<file path="config.mk">
export PLATFORM = sky130hd
export DESIGN_NAME = mshr_merge
export DESIGN_NICKNAME = d
export VERILOG_FILES = /design/src/rtl/mshr_pkg.sv /design/src/rtl/mshr_pick.sv /design/src/rtl/mshr_match.sv /design/src/rtl/mshr_entry.sv /design/src/rtl/mshr_merge.sv
export SDC_FILE = /design/constraint.sdc
export NUM_CORES = 1
export LEC_CHECK = 0
export BUFFER_PORTS_ARGS = -buffer_cell sky130_fd_sc_hd__buf_4
export CAP_MARGIN = 10
export CORE_MARGIN = 5
export CORE_UTILIZATION = 67
export CTS_BUF_LIST = sky130_fd_sc_hd__clkbuf_4
export DETAILED_ROUTE_END_ITERATION = 10
export PLACE_DENSITY = 0.91
export SKIP_CTS_REPAIR_TIMING = 1
export SYNTH_ARGS = -nofsm -noshare
export SYNTH_HDL_FRONTEND = slang
export SYNTH_SLANG_ARGS = --single-unit
</file>
<file path="constraint.sdc">
create_clock -name clk_i -period 8.3 [get_ports clk_i]
set_clock_uncertainty 0.15 [all_clocks]
set_input_delay 1.66 -clock clk_i [delete_from_list [all_inputs] [get_ports clk_i]]
set_output_delay 1.66 -clock clk_i [all_outputs]
set_load 0.01 [all_outputs]
</file>
<file path="src/rtl/mshr_pkg.sv">
package mshr_pkg;
  function automatic int idx_w(int n);
    return (n > 1) ? $clog2(n) : 1;
  endfunction
endpackage

</file>
<file path="src/rtl/mshr_pick.sv">
module mshr_pick #(
  parameter int N  = 4,
  parameter int IW = 2
) (
  input  logic [N-1:0]  req_i,
  output logic          any_o,
  output logic [IW-1:0] idx_o
);
  // lowest index wins
  always_comb begin
    any_o = |req_i;
    idx_o = '0;
    for (int i = N - 1; i >= 0; i--) begin
      if (req_i[i]) idx_o = IW'(i);
    end
  end
endmodule

</file>
<file path="src/rtl/mshr_match.sv">
module mshr_match #(
  parameter int N  = 4,
  parameter int BW = 12
) (
  input  logic [N-1:0]  valid_i,
  input  logic [BW-1:0] blk_i [N],
  input  logic [BW-1:0] key_i,
  output logic [N-1:0]  hit_o
);
  for (genvar i = 0; i < N; i++) begin : g_cmp
    assign hit_o[i] = valid_i[i] && (blk_i[i] == key_i);
  end
endmodule

</file>
<file path="src/rtl/mshr_entry.sv">
module mshr_entry
  import mshr_pkg::*;
#(
  parameter int BLK_W = 12,
  parameter int REC_W = 11,
  parameter int N_SEC = 4
) (
  input  logic             clk_i,
  input  logic             rst_ni,
  input  logic             alloc_i,
  input  logic             push_i,
  input  logic [BLK_W-1:0] blk_i,
  input  logic [REC_W-1:0] rec_i,
  input  logic             fill_i,
  input  logic             pop_i,
  output logic             valid_o,
  output logic             drain_o,
  output logic [BLK_W-1:0] blk_o,
  output logic             full_o,
  output logic             last_o,
  output logic [REC_W-1:0] head_o
);
  localparam int PTR_W = idx_w(N_SEC);
  localparam int CNT_W = $clog2(N_SEC + 1);

  logic [REC_W-1:0] slot_q [N_SEC];
  logic [CNT_W-1:0] cnt_q;
  logic [PTR_W-1:0] rd_q;
  logic             valid_q, drain_q;
  logic [BLK_W-1:0] blk_q;

  always_ff @(posedge clk_i or negedge rst_ni) begin
    if (!rst_ni) begin
      valid_q <= 1'b0;
      drain_q <= 1'b0;
      blk_q   <= '0;
      cnt_q   <= '0;
      rd_q    <= '0;
    end else if (alloc_i) begin
      valid_q <= 1'b1;
      drain_q <= 1'b0;
      blk_q   <= blk_i;
      cnt_q   <= CNT_W'(1);
      rd_q    <= '0;
    end else begin
      if (push_i) cnt_q <= cnt_q + CNT_W'(1);
      if (fill_i) drain_q <= 1'b1;
      if (pop_i) begin
        if (last_o) begin
          valid_q <= 1'b0;
          drain_q <= 1'b0;
          cnt_q   <= '0;
          rd_q    <= '0;
        end else begin
          rd_q <= rd_q + PTR_W'(1);
        end
      end
    end
  end

  always_ff @(posedge clk_i or negedge rst_ni) begin
    if (!rst_ni) begin
      for (int k = 0; k < N_SEC; k++) slot_q[k] <= '0;
    end else if (alloc_i) begin
      slot_q[0] <= rec_i;
    end else if (push_i) begin
      slot_q[PTR_W'(cnt_q)] <= rec_i;
    end
  end

  assign valid_o = valid_q;
  assign drain_o = drain_q;
  assign blk_o   = blk_q;
  assign full_o  = (cnt_q == CNT_W'(N_SEC));
  assign last_o  = ((CNT_W'(rd_q) + CNT_W'(1)) == cnt_q);
  assign head_o  = slot_q[rd_q];
endmodule

</file>
<file path="src/rtl/mshr_merge.sv">
module mshr_merge
  import mshr_pkg::*;
#(
  parameter int N_PRI  = 4,
  parameter int N_SEC  = 4,
  parameter int ADDR_W = 16,
  parameter int OFF_W  = 4,
  parameter int ID_W   = 3,
  parameter int TAG_W  = 4
) (
  input  logic                    clk_i,
  input  logic                    rst_ni,
  input  logic                    req_valid_i,
  input  logic [ADDR_W-1:0]       req_addr_i,
  input  logic [ID_W-1:0]         req_id_i,
  input  logic [TAG_W-1:0]        req_tag_i,
  output logic                    req_ready_o,
  output logic                    fetch_valid_o,
  output logic [ADDR_W-OFF_W-1:0] fetch_blk_o,
  input  logic                    fill_valid_i,
  input  logic [ADDR_W-OFF_W-1:0] fill_blk_i,
  output logic                    rsp_valid_o,
  input  logic                    rsp_ready_i,
  output logic [ADDR_W-OFF_W-1:0] rsp_blk_o,
  output logic [ID_W-1:0]         rsp_id_o,
  output logic [TAG_W-1:0]        rsp_tag_o,
  output logic [OFF_W-1:0]        rsp_off_o
);
  localparam int BLK_W = ADDR_W - OFF_W;
  localparam int REC_W = ID_W + TAG_W + OFF_W;
  localparam int PI_W  = idx_w(N_PRI);

  logic [N_PRI-1:0] ent_valid, ent_drain, ent_full, ent_last;
  logic [N_PRI-1:0] req_hit, fill_hit, ent_free;
  logic [BLK_W-1:0] ent_blk  [N_PRI];
  logic [REC_W-1:0] ent_head [N_PRI];

  logic [BLK_W-1:0] req_blk;
  logic [REC_W-1:0] req_rec;
  logic             hit_any, free_any, drain_any;
  logic [PI_W-1:0]  hit_idx, free_idx, drain_idx;
  logic             hit_stall, acc, acc_new;

  logic             busy_q;
  logic [PI_W-1:0]  cur_q;
  logic             fetch_valid_q;
  logic [BLK_W-1:0] fetch_blk_q;
  logic [REC_W-1:0] cur_rec;

  assign req_blk  = req_addr_i[ADDR_W-1:OFF_W];
  assign req_rec  = {req_id_i, req_tag_i, req_addr_i[OFF_W-1:0]};
  assign ent_free = ~ent_valid;

  mshr_match #(.N(N_PRI), .BW(BLK_W)) u_req_match (
    .valid_i(ent_valid), .blk_i(ent_blk), .key_i(req_blk), .hit_o(req_hit)
  );

  // fills only arm entries not yet draining
  mshr_match #(.N(N_PRI), .BW(BLK_W)) u_fill_match (
    .valid_i(ent_valid & ~ent_drain), .blk_i(ent_blk), .key_i(fill_blk_i), .hit_o(fill_hit)
  );

  mshr_pick #(.N(N_PRI), .IW(PI_W)) u_pick_hit (
    .req_i(req_hit), .any_o(hit_any), .idx_o(hit_idx)
  );
  mshr_pick #(.N(N_PRI), .IW(PI_W)) u_pick_free (
    .req_i(ent_free), .any_o(free_any), .idx_o(free_idx)
  );
  mshr_pick #(.N(N_PRI), .IW(PI_W)) u_pick_drain (
    .req_i(ent_drain), .any_o(drain_any), .idx_o(drain_idx)
  );

  assign hit_stall   = ent_full[hit_idx] | ent_drain[hit_idx];
  assign req_ready_o = hit_any ? ~hit_stall : free_any;
  assign acc         = req_valid_i & req_ready_o;
  assign acc_new     = acc & ~hit_any;

  for (genvar i = 0; i < N_PRI; i++) begin : g_ent
    mshr_entry #(.BLK_W(BLK_W), .REC_W(REC_W), .N_SEC(N_SEC)) u_ent (
      .clk_i   (clk_i),
      .rst_ni  (rst_ni),
      .alloc_i (acc_new && (free_idx == PI_W'(i))),
      .push_i  (acc && hit_any && (hit_idx == PI_W'(i))),
      .blk_i   (req_blk),
      .rec_i   (req_rec),
      .fill_i  (fill_valid_i && fill_hit[i]),
      .pop_i   (busy_q && rsp_ready_i && (cur_q == PI_W'(i))),
      .valid_o (ent_valid[i]),
      .drain_o (ent_drain[i]),
      .blk_o   (ent_blk[i]),
      .full_o  (ent_full[i]),
      .last_o  (ent_last[i]),
      .head_o  (ent_head[i])
    );
  end

  // lock onto one draining entry until its list is empty
  always_ff @(posedge clk_i or negedge rst_ni) begin
    if (!rst_ni) begin
      busy_q <= 1'b0;
      cur_q  <= '0;
    end else if (!busy_q) begin
      if (drain_any) begin
        busy_q <= 1'b1;
        cur_q  <= drain_idx;
      end
    end else if (rsp_ready_i && ent_last[cur_q]) begin
      busy_q <= 1'b0;
    end
  end

  always_ff @(posedge clk_i or negedge rst_ni) begin
    if (!rst_ni) begin
      fetch_valid_q <= 1'b0;
      fetch_blk_q   <= '0;
    end else begin
      fetch_valid_q <= acc_new;
      if (acc_new) fetch_blk_q <= req_blk;
    end
  end

  assign fetch_valid_o = fetch_valid_q;
  assign fetch_blk_o   = fetch_blk_q;

  assign cur_rec     = ent_head[cur_q];
  assign rsp_valid_o = busy_q;
  assign rsp_blk_o   = ent_blk[cur_q];
  assign rsp_id_o    = cur_rec[REC_W-1 -: ID_W];
  assign rsp_tag_o   = cur_rec[OFF_W +: TAG_W];
  assign rsp_off_o   = cur_rec[OFF_W-1:0];
endmodule

</file>
# Word level (Yosys, flattened, before mapping)
# Cells that the tools add are included.
# op_classes
order_cmp	15
bitwise	22
addsub	12
eq_ne	25
reduce_logical	58
mux	116
# op_table
op	count
$mux 11	18
$bwmux 44	4
$mux 44	4
$bmux 11 s2	5
$eq 12x12->1	8
$demux 11 s2	4
$mux 2	24
$mux 3	16
$mux 1	35
$logic_and 1x1->1	31
$ge 3x3->1 const B	9
$not 2->3	9
$bmux 12 s2	1
$mux 12	2
$reduce_bool 2->1	12
$reduce_and 2->1	9
$add 2x1->3 const B	4
$add 3x1->3 const B	4
$eq 2x2->1 const B	6
$eq 3x3->1	4
$eq 3x3->1 const B	4
$lt 3x1->1 const B	4
$reduce_or 4->1	3
$add 2x1->2 const B	4
9 further kinds	24
# word_totals
in_bits	40
elab_cells	288
ff_bits	268

# Longest topological paths before layout
# logic_depth
ltp_word	18
mapped_depth	10
depth_no_buf	8

# By module
# Synthesis repeated with hierarchy kept, for this count alone.
# hier_totals
cells_unflattened	988
hier_area_um2	14475.1
# modules_own_cells
module	cells_each	area_each_um2	n_inst	seq_area_each_um2
mshr_entry (g_ent[0].u_ent ...)	176	2896.5	3	1576.5
mshr_entry (g_ent[3].u_ent)	175	2912.8	1	1576.5
mshr_merge	104	1391.3	1	400.4
mshr_match	80	688.2	2	0.0
mshr_pick	7	35.0	3	0.0

# Least setup slack after synthesis
# Ideal clock, no wire load.
# synth_timing
path_kind	input to output
from	in req_addr_i[8]
to	out req_ready_o
required_ps	6490
slack_ps	2961
t_arrival_ps	3529
stages	7
cell_sequence	clkbuf_1 > xnor2_1 > nand4_1 > or4_2 > o32ai_1 > a211oi_1 > a31o_2
# synth_between
elab_chain_cells	11
# synth_lines
element	line_no	source
start, declared	mshr_merge.sv:14	input logic [ADDR_W-1:0] req_addr_i,
$eq 12x12->1	mshr_match.sv:11	assign hit_o[i] = valid_i[i] && (blk_i[i] == key_i);
$logic_and 1x1->1	mshr_match.sv:11	
$mux 2 (4 in series)	mshr_pick.sv:14	if (req_i[i]) idx_o = IW'(i);
$bmux 1 s2	mshr_merge.sv:73	assign hit_stall = ent_full[hit_idx] | ent_drain[hit_idx];
$mux 1 (not written as such)	mshr_merge.sv:73	
$or 1x1->1	mshr_merge.sv:73	
$not 1->1	mshr_merge.sv:74	assign req_ready_o = hit_any ? ~hit_stall : free_any;
$mux 1 *	mshr_merge.sv:74	
end, declared	mshr_merge.sv:17	output logic req_ready_o,
# Mark *: on every way between the ends. The rest lies on a longest branch, timed or not. The select of a mux whose other input is x is not followed.

# Final worst setup path
# layout_timing
from	in req_addr_i[15]
to	out req_ready_o
# Same word-level chain as after synthesis.

==> metrics.md <==
| Metric | Value |
|---|---|
| Status | complete, no violations |
| Final Hold Viols | 0 |
| Sequential power share | 0.408 |
| Core Rows | 52 |
| RSZ-0062 raised after global routing | no |
| Top cell type's share of synthesized area | 0.481 |
| Fin area | 15300 sq um |
| Flops & latches, synth | 268 |
| Hold path start | g_ent[0].u_ent.slot_q[19]$_DFFE_PN0P_ |
| GRT Overall Usage | 0.287 |
| I/O pin count | 78 |
| DRT iter0 DRCs | 623 |
| Routed WL | 33000 microns |
| Grt ovf | 0 |
| Worst Tran Pin Value | 1.08 ns |
| Max Root-Sink Buffers | 3 |
| Max cap viols | 0 |
| Chip height | 154 microns |
| Syn avg cell area | 14.0 sq um |
| Power Internal | 2.95 mW |
| Worst path arrival time | 3.97 ns |
| Die W | 154 microns |
| Type of the most critical hold path | flop to flop |
| Largest net degree at the start of global routing | 198 |
| Clock slew at reported path FFs | 0.06 ns |
| Net Sw Frac | 0.341 |
| First-pass iteration count of the detailed router | 5 |
| Cell Area, Synth | 14000 sq um |
| Wire per inst | 23.8 microns |
| Layout area overhead | 10.0% |
| Synth cell types | 54 |
| Worst skew pair latency | 0.69 ns |
| IO buf count | 77 |
| EDFF count, synth | 0 |
| Final setup vio count | 0 |
| GPL Wtd Cong | 0.984 |
| Clock power share | 0.246 |
| Sequential area share after synthesis | 0.481 |
| Required time worst endpoint | 6.49 ns |
| FMAX | 173 MHz |
| Main synth FF type | dfrtp_1 |
| First-pass GRT wire length | 53300 microns |
| Vias in the first global route | 9484 |
| CTS tree | yes |
| Initial antenna violation count | 1 |
| Commonest non-fill, non-tap cells in the layout | dfrtp_1, mux2_2, clkbuf_4 |
| DR vias/cell | 6.39 |
| Fillers | 1228 |
| Commonest non-fill, non-tap cell in the layout | dfrtp_1 |
| CTS root buffer | clkbuf_4 |
| CTS Buf Count | 72 |
| Die area | 23800 sq um |
| Tcrit/Tclk final | 0.696 |
| Crit-path max FO | 10 |
| Synth area leader | dfrtp_1 |
| Post-Syn Nets | 1057 |
| Layout cells sized above 1 | 0.448 |
| DP Area | 14500 sq um |
| Hpwl dp | 22700 microns |
| DRC viols | 0 |
| Max IR drop VDD | 0.000195 V |
| Logic pwr share | 0.345 |
| Cells after synthesis | 997 |
| PwrDens | 291 nW/um^2 |
| Crit start category | input pin |
| Min Hold Slack | 0.351 ns |
| Clock sinks | 268 |
| Slew HR | 0.277 |
| Nets | 1140 |
| Core Box Area | 20400 sq um |
| Critical path class | input pin to primary output |
| Net Sw Power | 1.52 mW |
| Crit path from | req_addr_i[15] |
| Initial Util | 0.685 |
| Critical Path End Type | primary output |
| ANT nets after route | 0 |
| Area contributors post-synth | dfrtp_1, mux2_2, mux4_2, xnor2_1, mux2_4 |
| Min Tclk post-route | 5.78 ns |
| Ys async rst share | 1.00 |
| Yosys warns | 0 |
| Leakage | 7.18 nW |
| Vias | 8870 |
| FF-to-FF Start | g_ent[1].u_ent.blk_o[3]$_DFFE_PN0P_ |
| Fin. max-slew vios | 0 |
| Final setup TNS | 0 ns |
| H-tree depth | 3 |
[critical path, stage by stage]
cell,delay (ns)
buf_4,0.15
xnor2_1,0.25
nand3_1,0.16
nor4_2,0.69
a211oi_1,0.27
a211oi_1,0.47
a31o_2,0.19
buf_4,0.12
[cell families (layout without fill, tap and decap cells)]
kind of cell,count (synthesis),count (layout),synth area share
muxes,296,296,0.303
DFF,268,268,0.481
and+or+nand+nor,149,149,0.0589
xor gates and xnor gates,117,117,0.0735
buffers and inverters,91,211,0.0351
AOI/OAI and AO/OA,56,56,0.0305
adders and majority gates,20,20,0.0179
other,0,1,0
[sequential cells by signal, summed over array words and instances (netlist names), 2 cells and up]
| name | flops |
|---|---|
| g_ent.u_ent.rd_q | 8 |
| cur_q | 2 |
| fetch_blk_o | 12 |
| g_ent.u_ent.blk_o | 48 |
| g_ent.u_ent.valid_o | 4 |
| g_ent.u_ent.drain_o | 4 |
| g_ent.u_ent.slot_q | 176 |
| g_ent.u_ent.cnt_q | 12 |
[metrics by stage]
step           worst slack (ns)  std cells  power, mW   util
5_1_grt                    2.30       1388       4.70  0.754
4_1_cts                    2.57       1387       4.50  0.754
2_1_floorplan              2.96        997       2.76      -
6_report                   2.52       1388       4.47  0.754
3_3_place_gp               2.64       1276       3.31  0.713
3_5_place_dp               2.57       1276       3.37  0.713
[routing by layer]
metal,part of all wire,track usage,up-vias
met1,0.44,0.415,4631
met4,0.026,0.104,0
met5,0,0,-
met3,0.080,0.0805,63
met2,0.46,0.421,336
li1,-,-,3840
[final timing paths]
path / slack [ns] / end / depth (start not counted)
worst max-delay path: 2.52 / req_ready_o / 8
min in group asynchronous: 0.80 / fetch_blk_o[0]$_DFFE_PN0P_ / 1
worst min-delay path: 0.35 / g_ent[0].u_ent.slot_q[19]$_DFFE_PN0P_ / 1
worst max register to register: 4.13 / g_ent[3].u_ent.slot_q[33]$_DFFE_PN0P_ / 7
max in group asynchronous: 5.75 / g_ent[2].u_ent.slot_q[38]$_DFFE_PN0P_ / 2
worst min register to register: 0.35 / g_ent[0].u_ent.slot_q[19]$_DFFE_PN0P_ / 1
[area by class of cell]
class                   instances  area (sq um)  area share
multi-input cells             638          6770       0.441
clock buffers                 102           766      0.0499
clock inverters                 9          62.6     0.00408
well taps                     270           338      0.0220
flip-flops and latches        268          6710       0.437
repair buffers                 83           643      0.0419
inverters                      17          63.8     0.00416
diodes                          1          2.50    0.000163
[power by group through the flow]
stage | Combinational (mW) | Sequential [mW] | Clock [mW]
after global routing | 1.65 | 1.86 | 1.20
after floorplan | 1.04 | 1.72 | 0
after detailed placement | 1.54 | 1.84 | 0
after CTS | 1.55 | 1.82 | 1.13
final | 1.54 | 1.83 | 1.10
after global placement | 1.49 | 1.83 | 0
[synthesized netlist by cell type, types with 3 or more instances]
master and n:
and3_1 7, buf_2 8, mux2_2 185, xor2_1 40
nor4_1 12, and2_1 14, nand3_1 13, clkbuf_1 37
buf_1 10, dfrtp_1 268, inv_1 17, mux2_4 40
a31oi_1 4, buf_6 6, clkbuf_8 3, a21oi_1 12
a21o_1 3, dlygate4sd3_1 10, nor3b_1 3, nand4_1 19
nor3_1 18, xnor2_1 77, mux2i_1 4, a221o_1 11
mux4_2 67, o22ai_1 4, ha_1 20, nand2_2 3
nand3b_1 3, nor2_1 16, o21ai_0 6, nand2_1 30
(Power assumes the default switching activity.)
